--- config.mk ---
export PLATFORM = sky130hd
export DESIGN_NAME = pid_tlb
export DESIGN_NICKNAME = d
export VERILOG_FILES = /design/src/rtl/tlb_pkg.sv /design/src/rtl/tlb_lfsr.sv /design/src/rtl/tlb_entry.sv /design/src/rtl/tlb_victim.sv /design/src/rtl/pid_tlb.sv
export SDC_FILE = /design/constraint.sdc
export NUM_CORES = 2
export LEC_CHECK = 0
export CAP_MARGIN = 20
export CORE_MARGIN = 2
export CORE_UTILIZATION = 40
export CTS_BUF_LIST = sky130_fd_sc_hd__clkbuf_8 sky130_fd_sc_hd__clkbuf_16
export DETAILED_ROUTE_END_ITERATION = 16
export PLACE_DENSITY = 0.6
export SLEW_MARGIN = 20
export SYNTH_ARGS = -nofsm -noshare
export SYNTH_HDL_FRONTEND = slang
export SYNTH_HIERARCHICAL = 1
export SYNTH_SLANG_ARGS = --single-unit
--- constraint.sdc ---
create_clock -name clk -period 5.6 [get_ports clk]
set_input_delay 1.12 -clock clk [delete_from_list [all_inputs] [get_ports clk]]
set_output_delay 1.12 -clock clk [all_outputs]
set_load 0.005 [all_outputs]
--- src/rtl/tlb_pkg.sv ---
package tlb_pkg;
  localparam int MAX_LFSR_W = 8;

  // Maximal-length Fibonacci step, shifting toward the MSB.
  function automatic logic [7:0] lfsr_step(input logic [7:0] s, input int w);
    logic       fb;
    logic [8:0] m;
    case (w)
      2:       fb = s[1] ^ s[0];
      3:       fb = s[2] ^ s[1];
      4:       fb = s[3] ^ s[2];
      5:       fb = s[4] ^ s[2];
      6:       fb = s[5] ^ s[4];
      7:       fb = s[6] ^ s[5];
      default: fb = s[7] ^ s[5] ^ s[4] ^ s[3];
    endcase
    m = (9'd1 << w) - 9'd1;
    return ({s[6:0], 1'b0} | {7'd0, fb}) & m[7:0];
  endfunction
endpackage

--- src/rtl/tlb_lfsr.sv ---
module tlb_lfsr #(
  parameter int W = 4
) (
  input  logic         clk,
  input  logic         rst_n,
  output logic [W-1:0] state
);
  import tlb_pkg::*;

  always_ff @(posedge clk or negedge rst_n) begin
    if (!rst_n) state <= W'(1);
    else        state <= W'(lfsr_step(8'(state), W));
  end

  AST_LFSR_NONZERO: assert property (@(posedge clk) disable iff (!rst_n)
    state != '0);
endmodule

--- src/rtl/tlb_entry.sv ---
module tlb_entry #(
  parameter int VPN_W = 20,
  parameter int PID_W = 8,
  parameter int PPN_W = 18
) (
  input  logic             clk,
  input  logic             rst_n,
  input  logic             inv,
  input  logic             load,
  input  logic [VPN_W-1:0] ld_vpn,
  input  logic [PID_W-1:0] ld_pid,
  input  logic [PPN_W-1:0] ld_ppn,
  input  logic             ld_wr_ok,
  input  logic             touch,
  input  logic             touch_wr,
  input  logic [VPN_W-1:0] lk_vpn,
  input  logic [PID_W-1:0] lk_pid,
  input  logic             lk_write,
  output logic             match,
  output logic             e_valid,
  output logic             e_ref,
  output logic             e_dirty,
  output logic             e_wr_ok,
  output logic [VPN_W-1:0] e_vpn,
  output logic [PID_W-1:0] e_pid,
  output logic [PPN_W-1:0] e_ppn
);
  assign match = e_valid && (e_vpn == lk_vpn) && (e_pid == lk_pid);

  always_ff @(posedge clk or negedge rst_n) begin
    if (!rst_n) begin
      e_valid <= 1'b0;
      e_ref   <= 1'b0;
      e_dirty <= 1'b0;
      e_wr_ok <= 1'b0;
      e_vpn   <= '0;
      e_pid   <= '0;
      e_ppn   <= '0;
    end else if (inv) begin
      e_valid <= 1'b0;
    end else if (load) begin
      e_valid <= 1'b1;
      e_ref   <= 1'b0;
      e_dirty <= 1'b0;
      e_wr_ok <= ld_wr_ok;
      e_vpn   <= ld_vpn;
      e_pid   <= ld_pid;
      e_ppn   <= ld_ppn;
    end else if (touch) begin
      e_ref <= 1'b1;
      if (touch_wr) e_dirty <= 1'b1;
    end
  end

  AST_LOAD_CLEAN: assert property (@(posedge clk) disable iff (!rst_n)
    load && !inv |=> e_valid && !e_ref && !e_dirty);
  AST_INV_DROP: assert property (@(posedge clk) disable iff (!rst_n)
    inv |=> !e_valid);
  AST_TOUCH_REF: assert property (@(posedge clk) disable iff (!rst_n)
    touch && !load && !inv |=> e_ref);
  AST_PROT_KEEP: assert property (@(posedge clk) disable iff (!rst_n)
    match && lk_write && !e_wr_ok && !load && !inv |=> $stable(e_dirty) && $stable(e_ref));
endmodule

--- src/rtl/tlb_victim.sv ---
module tlb_victim #(
  parameter int ENTRIES = 16,
  parameter int IDX_W   = $clog2(ENTRIES)
) (
  input  logic               clk,
  input  logic               rst_n,
  input  logic [ENTRIES-1:0] valid,
  input  logic [IDX_W-1:0]   rand_idx,
  output logic [IDX_W-1:0]   victim
);
  logic             free_found;
  logic [IDX_W-1:0] free_idx;

  always_comb begin
    free_found = 1'b0;
    free_idx   = '0;
    for (int i = ENTRIES - 1; i >= 0; i--) begin
      if (!valid[i]) begin
        free_found = 1'b1;
        free_idx   = IDX_W'(i);
      end
    end
  end

  assign victim = free_found ? free_idx : rand_idx;

  AST_VICTIM_FREE: assert property (@(posedge clk) disable iff (!rst_n)
    !(&valid) |-> !valid[victim]);
endmodule

--- src/rtl/pid_tlb.sv ---
module pid_tlb #(
  parameter int ENTRIES = 16,
  parameter int VPN_W   = 20,
  parameter int PID_W   = 8,
  parameter int PPN_W   = 18,
  parameter int OFF_W   = 12,
  localparam int IDX_W  = $clog2(ENTRIES),
  localparam int PA_W   = PPN_W + OFF_W
) (
  input  logic             clk,
  input  logic             rst_n,
  input  logic             inv_all,
  input  logic             lk_valid,
  input  logic [VPN_W-1:0] lk_vpn,
  input  logic [PID_W-1:0] lk_pid,
  input  logic             lk_write,
  input  logic [OFF_W-1:0] lk_offset,
  output logic             lk_hit,
  output logic             lk_miss,
  output logic             lk_wfault,
  output logic [PA_W-1:0]  lk_paddr,
  input  logic             fill_valid,
  output logic             fill_ready,
  input  logic [VPN_W-1:0] fill_vpn,
  input  logic [PID_W-1:0] fill_pid,
  input  logic [PPN_W-1:0] fill_ppn,
  input  logic             fill_wr_ok,
  output logic             ev_valid,
  input  logic             ev_ready,
  output logic [VPN_W-1:0] ev_vpn,
  output logic [PID_W-1:0] ev_pid,
  output logic             ev_ref,
  output logic             ev_dirty
);
  logic [ENTRIES-1:0] match, e_valid, e_ref, e_dirty, e_wr_ok, load, touch;
  logic [VPN_W-1:0]   e_vpn [ENTRIES];
  logic [PID_W-1:0]   e_pid [ENTRIES];
  logic [PPN_W-1:0]   e_ppn [ENTRIES];
  logic [IDX_W-1:0]   rand_idx, victim;
  logic [PPN_W-1:0]   ppn_sel;
  logic               wr_ok_sel, any_match, fill_fire, capture;

  tlb_lfsr #(.W(IDX_W)) u_lfsr (
    .clk(clk), .rst_n(rst_n), .state(rand_idx)
  );

  tlb_victim #(.ENTRIES(ENTRIES), .IDX_W(IDX_W)) u_victim (
    .clk(clk), .rst_n(rst_n), .valid(e_valid), .rand_idx(rand_idx), .victim(victim)
  );

  assign fill_ready = !inv_all && (!ev_valid || ev_ready);
  assign fill_fire  = fill_valid && fill_ready;
  assign capture    = fill_fire && e_valid[victim];

  for (genvar g = 0; g < ENTRIES; g++) begin : g_ent
    assign load[g]  = fill_fire && (victim == IDX_W'(g));
    assign touch[g] = lk_valid && match[g] && !(lk_write && !e_wr_ok[g]);

    tlb_entry #(.VPN_W(VPN_W), .PID_W(PID_W), .PPN_W(PPN_W)) u_ent (
      .clk(clk), .rst_n(rst_n), .inv(inv_all), .load(load[g]),
      .ld_vpn(fill_vpn), .ld_pid(fill_pid), .ld_ppn(fill_ppn), .ld_wr_ok(fill_wr_ok),
      .touch(touch[g]), .touch_wr(lk_write),
      .lk_vpn(lk_vpn), .lk_pid(lk_pid), .lk_write(lk_write),
      .match(match[g]), .e_valid(e_valid[g]), .e_ref(e_ref[g]), .e_dirty(e_dirty[g]),
      .e_wr_ok(e_wr_ok[g]), .e_vpn(e_vpn[g]), .e_pid(e_pid[g]), .e_ppn(e_ppn[g])
    );
  end

  // One-hot OR mux over the match vector.
  always_comb begin
    ppn_sel   = '0;
    wr_ok_sel = 1'b0;
    for (int i = 0; i < ENTRIES; i++) begin
      if (match[i]) begin
        ppn_sel   = ppn_sel | e_ppn[i];
        wr_ok_sel = wr_ok_sel | e_wr_ok[i];
      end
    end
  end

  assign any_match = |match;
  assign lk_hit    = lk_valid && any_match;
  assign lk_miss   = lk_valid && !any_match;
  assign lk_wfault = lk_hit && lk_write && !wr_ok_sel;
  assign lk_paddr  = {ppn_sel, lk_offset};

  always_ff @(posedge clk or negedge rst_n) begin
    if (!rst_n) begin
      ev_valid <= 1'b0;
      ev_vpn   <= '0;
      ev_pid   <= '0;
      ev_ref   <= 1'b0;
      ev_dirty <= 1'b0;
    end else if (capture) begin
      ev_valid <= 1'b1;
      ev_vpn   <= e_vpn[victim];
      ev_pid   <= e_pid[victim];
      ev_ref   <= e_ref[victim];
      ev_dirty <= e_dirty[victim];
    end else if (ev_ready) begin
      ev_valid <= 1'b0;
    end
  end

  AST_HIT_MISS_EXCL: assert property (@(posedge clk) disable iff (!rst_n)
    !(lk_hit && lk_miss));
  AST_EV_HOLD: assert property (@(posedge clk) disable iff (!rst_n)
    ev_valid && !ev_ready |=> ev_valid && $stable(ev_vpn) && $stable(ev_pid)
      && $stable(ev_ref) && $stable(ev_dirty));
  AST_INV_EMPTY: assert property (@(posedge clk) disable iff (!rst_n)
    inv_all |=> e_valid == '0);
  AST_FAULT_IS_WRITE: assert property (@(posedge clk) disable iff (!rst_n)
    lk_wfault |-> lk_valid && lk_write && (touch == '0));
endmodule

=== Word-level counts from Yosys, hierarchy flattened ===
Index checks and enable logic that the tools add are counted.
Widths: inputs -> output; s select.

* Register bits: 835
* Bits of input ports: 94
* Output and inout port bits: 65
* Logic and storage cells: 616

* Magnitude comparators: 2
* Equality and inequality tests: 47
* Mux-type cells: 176
* Bitwise operators: 34
* Reductions and logical operators: 239

{| class="wikitable"
|+ Operators by type and width
! cell !! count
|-
| $eq 20x20->1 || 16
|-
| $mux 18 || 16
|-
| $or 18x18->18 || 15
|-
| $mux 1 || 134
|-
| $eq 8x8->1 || 16
|-
| $logic_and 1x1->1 || 103
|-
| $reduce_bool 2->1 || 49
|-
| $bmux 20 s4 || 1
|-
| $mux 4 || 17
|-
| $reduce_and 2->1 || 32
|-
| $reduce_and 3->1 || 16
|-
| $mux 20 || 2
|-
| $logic_not 1->1 || 36
|-
| $bmux 8 s4 || 1
|-
| $eq 4x4->1 const B || 8
|-
| $eq 4x3->1 const B || 4
|-
| $mux 8 || 2
|-
| $reduce_or 16->1 || 1
|-
| $or 1x1->1 || 15
|-
| $bmux 1 s4 || 3
|-
| $eq 4x2->1 const B || 2
|-
| $ge 5x5->1 const B || 1
|-
| $lt 4x5->1 const B || 1
|-
| $not 4->5 || 1
|-
| other kinds (6) || 6
|}

=== Depth between registers and ports, before layout ===
* Depth in word-level cells: 36
* Depth in mapped cells: 15
* Gate-level depth less buffers: 10

=== Modules after synthesis ===
Netlist, hierarchy kept.

{| class="wikitable"
|+ By module, submodules not included
! module !! instances !! cells an instance !! area each (sq um) !! seq. area each (sq um)
|-
| tlb_entry || 16 || 148 || 2168.3 || 1251.2
|-
| pid_tlb || 1 || 647 || 6950.4 || 775.7
|-
| tlb_victim || 1 || 34 || 186.4 || 0.0
|-
| tlb_lfsr || 1 || 5 || 110.1 || 101.3
|}

=== Worst setup path before layout ===
OpenSTA, ideal clock, no wires.

* Path kind: input to output
* From: input lk_vpn[8]
* To: output lk_paddr[16]
* Arrival time: 2.739 ns
* Data required time: 4.480 ns
* Path slack: 1.741 ns
* Stages: 8
* Buffers on the path: 2
* Cells stage by stage: xor2_1 -> nor4_1 -> nand3_1 -> nor4_2 -> clkbuf_1 -> clkbuf_1 -> a221oi_1 -> nand4_1

* Elaborated cells on any way between the ends: 79
* Classes of those cells: 16 x eq/ne; 16 x mux; 15 x bitwise; 32 x reduce/logical

{| class="wikitable"
|+ RTL lines
! item !! line !! text
|-
| start: declaration || pid_tlb.sv:14 || <nowiki>input logic [VPN_W-1:0] lk_vpn,</nowiki>
|-
| $eq 20x20->1 * || tlb_entry.sv:28 || <nowiki>assign match = e_valid && (e_vpn == lk_vpn) && (e_pid == lk_pid);</nowiki>
|-
| $logic_and 1x1->1 * (2 in series) || tlb_entry.sv:28 ||
|-
| named net match[5] || pid_tlb.sv:35 || <nowiki>logic [ENTRIES-1:0] match, e_valid, e_ref, e_dirty, e_wr_ok, load, touch;</nowiki>
|-
| $mux 18 * || pid_tlb.sv:74 || <nowiki>if (match[i]) begin</nowiki>
|-
| $or 18x18->18 || pid_tlb.sv:75 || <nowiki>ppn_sel = ppn_sel | e_ppn[i];</nowiki>
|-
| $mux 18 * || pid_tlb.sv:74 ||
|-
| $or 18x18->18 || pid_tlb.sv:75 ||
|-
| $mux 18 * || pid_tlb.sv:74 ||
|-
| (+8 left out) || n/a ||
|-
| $or 18x18->18 || pid_tlb.sv:75 ||
|-
| $mux 18 * || pid_tlb.sv:74 ||
|-
| $or 18x18->18 || pid_tlb.sv:75 ||
|-
| $mux 18 * || pid_tlb.sv:74 ||
|-
| $or 18x18->18 || pid_tlb.sv:75 ||
|-
| $mux 18 * || pid_tlb.sv:74 ||
|-
| $or 18x18->18 || pid_tlb.sv:75 ||
|-
| $mux 18 * || pid_tlb.sv:74 ||
|-
| end: declaration || pid_tlb.sv:21 || <nowiki>output logic [PA_W-1:0] lk_paddr,</nowiki>
|}

The timed path passes the listed nets; every way through them passes the cells marked *.

=== Worst setup path after layout ===
* From: input lk_pid[6]
* To: output lk_paddr[19]

* Elaborated cells on any way between the ends: 63
* Classes of those cells: 16 x eq/ne; 16 x mux; 15 x bitwise; 16 x reduce/logical

{| class="wikitable"
|+ RTL lines
! item !! line !! text
|-
| start: declaration || pid_tlb.sv:15 || <nowiki>input logic [PID_W-1:0] lk_pid,</nowiki>
|-
| $eq 8x8->1 * || tlb_entry.sv:28 ||
|-
| $logic_and 1x1->1 * || tlb_entry.sv:28 ||
|-
| named net match[14] || pid_tlb.sv:35 ||
|-
| $mux 18 * || pid_tlb.sv:74 ||
|-
| $or 18x18->18 || pid_tlb.sv:75 ||
|-
| $mux 18 * || pid_tlb.sv:74 ||
|}

Marked as above.

==> summary.txt <==
Floorplanning
  – Die width: around 330 microns
  – Number of placement rows: between 100 and 150
  – Overall die area: roughly 110000 sq um
  – Chip height: roughly 330 microns
  – Core ar.: a little over 100000 sq um
  – Starting density of the core: 0.404
  – Number of ports placed on the die boundary: around 160

CTS
  – Clk Latency, worst-skew pair: roughly 700 ps
  – H-Tree Depth: 3
  – Sinks on Clock Net: around 840
  – CTS tree: yes
  – Total clock buffers created by CTS: a little over 90
  – Maximum number of buffers from clock root to sink: 3
  – Number of buffers inserted by hold repair at cts: 0
  – Clock-pin slew of the registers on the worst-case setup and hold paths: 60 ps
  – CTS root buffer: sky130_fd_sc_hd__clkbuf_16

Global route
  – Largest net degree at the start of global routing: between 100 and 150
  – Global-route wire length before repair: 188000 microns
  – Number of antenna violations at the first check in global routing: 3
  – Vias in the first global route: roughly 28000
  – Global route total overflow: 0
  – Total Routing Usage GR: 0.233

Synth
  – Mux cell area share after synthesis: 0.278
  – Most instantiated flip-flop cell in the synthesis netlist: sky130_fd_sc_hd__dfrtp_1
  – Synth Area in Adders: 0
  – Cell type with the largest total area after synthesis: sky130_fd_sc_hd__dfrtp_1
  – Simple logic cell fraction of the synthesized area: 0.0536
  – Most instantiated cells after synthesis: sky130_fd_sc_hd__dfrtp_1 (834), sky130_fd_sc_hd__mux2_2 (756), sky130_fd_sc_hd__xor2_1 (305)
  – Syn avg cell area: 13.7 sq um
  – Proportion of synthesized flip-flops having asynchronous set or reset: 1.00
  – Leading cell types by total area after synthesis: sky130_fd_sc_hd__dfrtp_1 (50%), sky130_fd_sc_hd__mux2_2 (20%), sky130_fd_sc_hd__mux4_2 (6.5%), sky130_fd_sc_hd__xor2_1 (6.4%), sky130_fd_sc_hd__xnor2_1 (3.0%)
  – Post-synth EDFFs: 0
  – Area share of xor/xnor cells in the synthesized design: 0.0938
  – Total of flip-flops plus latches after synthesis: roughly 840
  – Dominant combinational cell family by area after synthesis: multiplexers
  – Cells after synthesis: 3054
  – Number of distinct library cell variants in the gate-level netlist after synthesis: 50
  – Fraction of the mapped netlist area in compound gates: 0.0491
  – Area fraction of the dominant cell type after synthesis: 0.498
  – Most frequent cell after synthesis: sky130_fd_sc_hd__dfrtp_1
  – Synthesis Warnings: 6
  – Syn Nets: between 3000 and 4000
  – Synthesized cell area: around 42000 sq um
  – Sequential cell area fraction in the yosys report: 0.498

Routing
  – Total number of vias: about 27000
  – First-pass iteration count of the detailed router: 5
  – Iteration-0 DRC Markers: around 2000
  – Detailed-route wire length: approximately 130000 microns
  – Via density per instance: around 5.7
  – Post-DR wirelength/cell: roughly 26 microns
  – Post-DRT Antenna Nets: 0
  – Drc violations: 0

Pwr
  – Combinational share of power: 0.115
  – Switching Share: 0.253
  – PwrDens: ~290 nW/um^2
  – Internal power consumption: 0.0108 W
  – Final total power: 0.0145 W
  – Leakage power: ~23 nW
  – Maximum VDD drop: approximately 240 uV
  – Portion of total power attributed to the clock network: 0.430
  – Switching power of the nets: 0.00367 W
  – Sequential share of power: 0.456

STA
  – Endpoints failing hold: 0
  – Time the final worst path needs with I/O delays and setup: between 5000 and 6000 ps
  – Highest achievable clock rate: between 0.15 and 0.2 GHz
  – Slew margin rel.: 0.292
  – Final count of pins violating max slew: 0
  – Setup slack after layout: between 80 and 90 ps
  – Final cycle utilization of the critical path: 0.984
  – RSZ-0062 raised after global routing: no
  – Tightest Pin Transition: approximately 1100 ps
  – Clock Skew: between 20 and 25 ps
  – Number of setup violations in the final report: 0

Placement
  – Final Wtd Congestion: roughly 0.84
  – Worst setup timing slack at the placement stage: -343 ps
  – Count of input and output buffers: around 130
  – Detailed-placement wirelength estimate: ~81000 microns

Worst setup path
  – Crit path max fanout: 16
  – Kind of launch point of the worst setup path: input port
  – Data arrival time of the worst path: roughly 4400 ps
  – Req. time, crit path: around 4500 ps
  – FF-to-FF setup slack: 1740 ps
  – Crit path kind: in -> out
  – Category of the worst setup path capture point: output pin

Job
  – Number of max-capacitance violations reported: 0

Cells and area
  – Area grow syn2layout: 18.6%
  – Fraction of layout cells with a size suffix above 1: 0.386
  – Count of nets after finishing: 3397
  – Count of inserted antenna diode cells: 0

Status
  – Outcome: complete, no violations

Hold path
  – Type of the tightest min-delay check: reg -> reg
## area by class of cell
cell class / instances / area [sq um]
Sequential cell: 835 / 20900
Clock buffer: 121 / 2710
Clock inverter: 46 / 433
Multi-Input combinational cell: 2023 / 20300
Inverter: 21 / 78.8
Timing Repair Buffer: 329 / 3640
Tap cell: 1380 / 1730
Fill cell: 9197 / 54000
## power by group through the flow
| stage | Combinational (W) | Sequential [W] | Clock (W) |
|---|---|---|---|
| floorplan | 0.000812 | 0.00665 | 0 |
| global placement | 0.00166 | 0.00672 | 0 |
| detailed placement | 0.00167 | 0.00672 | 0 |
| CTS | 0.00168 | 0.00661 | 0.00637 |
| global route | 0.00180 | 0.00666 | 0.00661 |
| finish | 0.00166 | 0.00661 | 0.00624 |
## state kept, by name, summed over array words and instances, names as in the netlist, 4 cells and up
| name | cells |
|---|---|
| g_ent.u_ent/e_dirty | 16 |
| ev_vpn | 20 |
| g_ent.u_ent/e_pid | 128 |
| g_ent.u_ent/e_ref | 16 |
| g_ent.u_ent/e_valid | 16 |
| g_ent.u_ent/e_wr_ok | 16 |
| u_lfsr/state | 4 |
| g_ent.u_ent/e_vpn | 320 |
| g_ent.u_ent/e_ppn | 288 |
| ev_pid | 8 |
## cells in the final DEF, fill, tap and decap left out, types with 9 or more instances in the layout
cell type / n
sky130_fd_sc_hd__dfrtp_1: 834
sky130_fd_sc_hd__mux2_2: 756
sky130_fd_sc_hd__xor2_1: 305
sky130_fd_sc_hd__xnor2_1: 144
sky130_fd_sc_hd__clkdlybuf4s50_1: 131
sky130_fd_sc_hd__buf_4: 127
sky130_fd_sc_hd__mux4_2: 121
sky130_fd_sc_hd__nor2_1: 97
sky130_fd_sc_hd__clkbuf_16: 94
sky130_fd_sc_hd__a22o_1: 73
sky130_fd_sc_hd__a221oi_1: 73
sky130_fd_sc_hd__nand4_1: 72
sky130_fd_sc_hd__a22oi_1: 64
sky130_fd_sc_hd__buf_12: 62
sky130_fd_sc_hd__nand2_1: 59
sky130_fd_sc_hd__nor4_1: 56
sky130_fd_sc_hd__a21oi_1: 34
sky130_fd_sc_hd__inv_1: 32
sky130_fd_sc_hd__clkbuf_8: 28
sky130_fd_sc_hd__clkinv_2: 23
sky130_fd_sc_hd__nand3_1: 20
sky130_fd_sc_hd__nor3_1: 20
sky130_fd_sc_hd__mux2_4: 20
sky130_fd_sc_hd__nor2b_4: 18
sky130_fd_sc_hd__nor2b_1: 18
sky130_fd_sc_hd__nor4_4: 17
sky130_fd_sc_hd__nor4_2: 11
sky130_fd_sc_hd__mux2_1: 9
## logic make-up after synthesis
| logic type | after synthesis |
|---|---|
| simple gates | 406 |
| flops | 835 |
| compound gates | 260 |
| xor+xnor | 449 |
| mux | 908 |
| buf+inv | 196 |
## per-stage QoR
stage / instances / cell area, sq um / utilization / hold WS (ps) / TNS [ps]
2_1_floorplan: 3054 / 41900 / - / 353 / 0
3_3_place_gp: 4581 / 46400 / 0.447 / 372 / -1230
3_5_place_dp: 4581 / 46400 / 0.447 / 395 / -1240
4_1_cts: 4748 / 49600 / 0.478 / 403 / -37.6
5_1_grt: 4755 / 49700 / 0.479 / 408 / 0
6_report: 4755 / 49700 / 0.479 / 401 / 0
## path summary, 6_finish.rpt
check | startpoint | end | cells after the start
worst max-delay path | lk_pid[6] | lk_paddr[19] | 13
worst min-delay path | u_lfsr/state[0] | u_lfsr/state[1] | 0
worst max register to register | g_ent[5].u_ent/e_valid | ev_vpn[5] | 11
worst min register to register | u_lfsr/state[0] | u_lfsr/state[1] | 0
max in group asynchronous | rst_n | g_ent[5].u_ent/e_pid[5] | 2
min in group asynchronous | rst_n | g_ent[15].u_ent/e_pid[6] | 1
## per-layer routing
metal / GRT usage / part of all wire
met1: 0.314 / 0.43
met2: 0.382 / 0.48
met3: 0.0316 / 0.044
met4: 0.0897 / 0.039
met5: 0 / 0.00022
## worst max-delay path, cell delays in order
cell                              delay [ps]
sky130_fd_sc_hd__clkdlybuf4s50_1         470
sky130_fd_sc_hd__buf_6                   220
sky130_fd_sc_hd__xor2_1                  120
sky130_fd_sc_hd__nor4_2                  410
sky130_fd_sc_hd__nand4_1                 200
sky130_fd_sc_hd__buf_6                   180
sky130_fd_sc_hd__nor4_4                  320
sky130_fd_sc_hd__buf_4                   210
sky130_fd_sc_hd__buf_12                  150
sky130_fd_sc_hd__a22o_1                  140
sky130_fd_sc_hd__a221oi_1                 60
sky130_fd_sc_hd__nand4_1                 230
sky130_fd_sc_hd__clkdlybuf4s50_1         550
## repair_timing
action	CTS	global route
buffers inserted	0	5
resized for setup	6	14
cloned	0	1
setup endpoints to repair	15	15
pin swaps	0	6
Power figures use the tool's default switching activity.
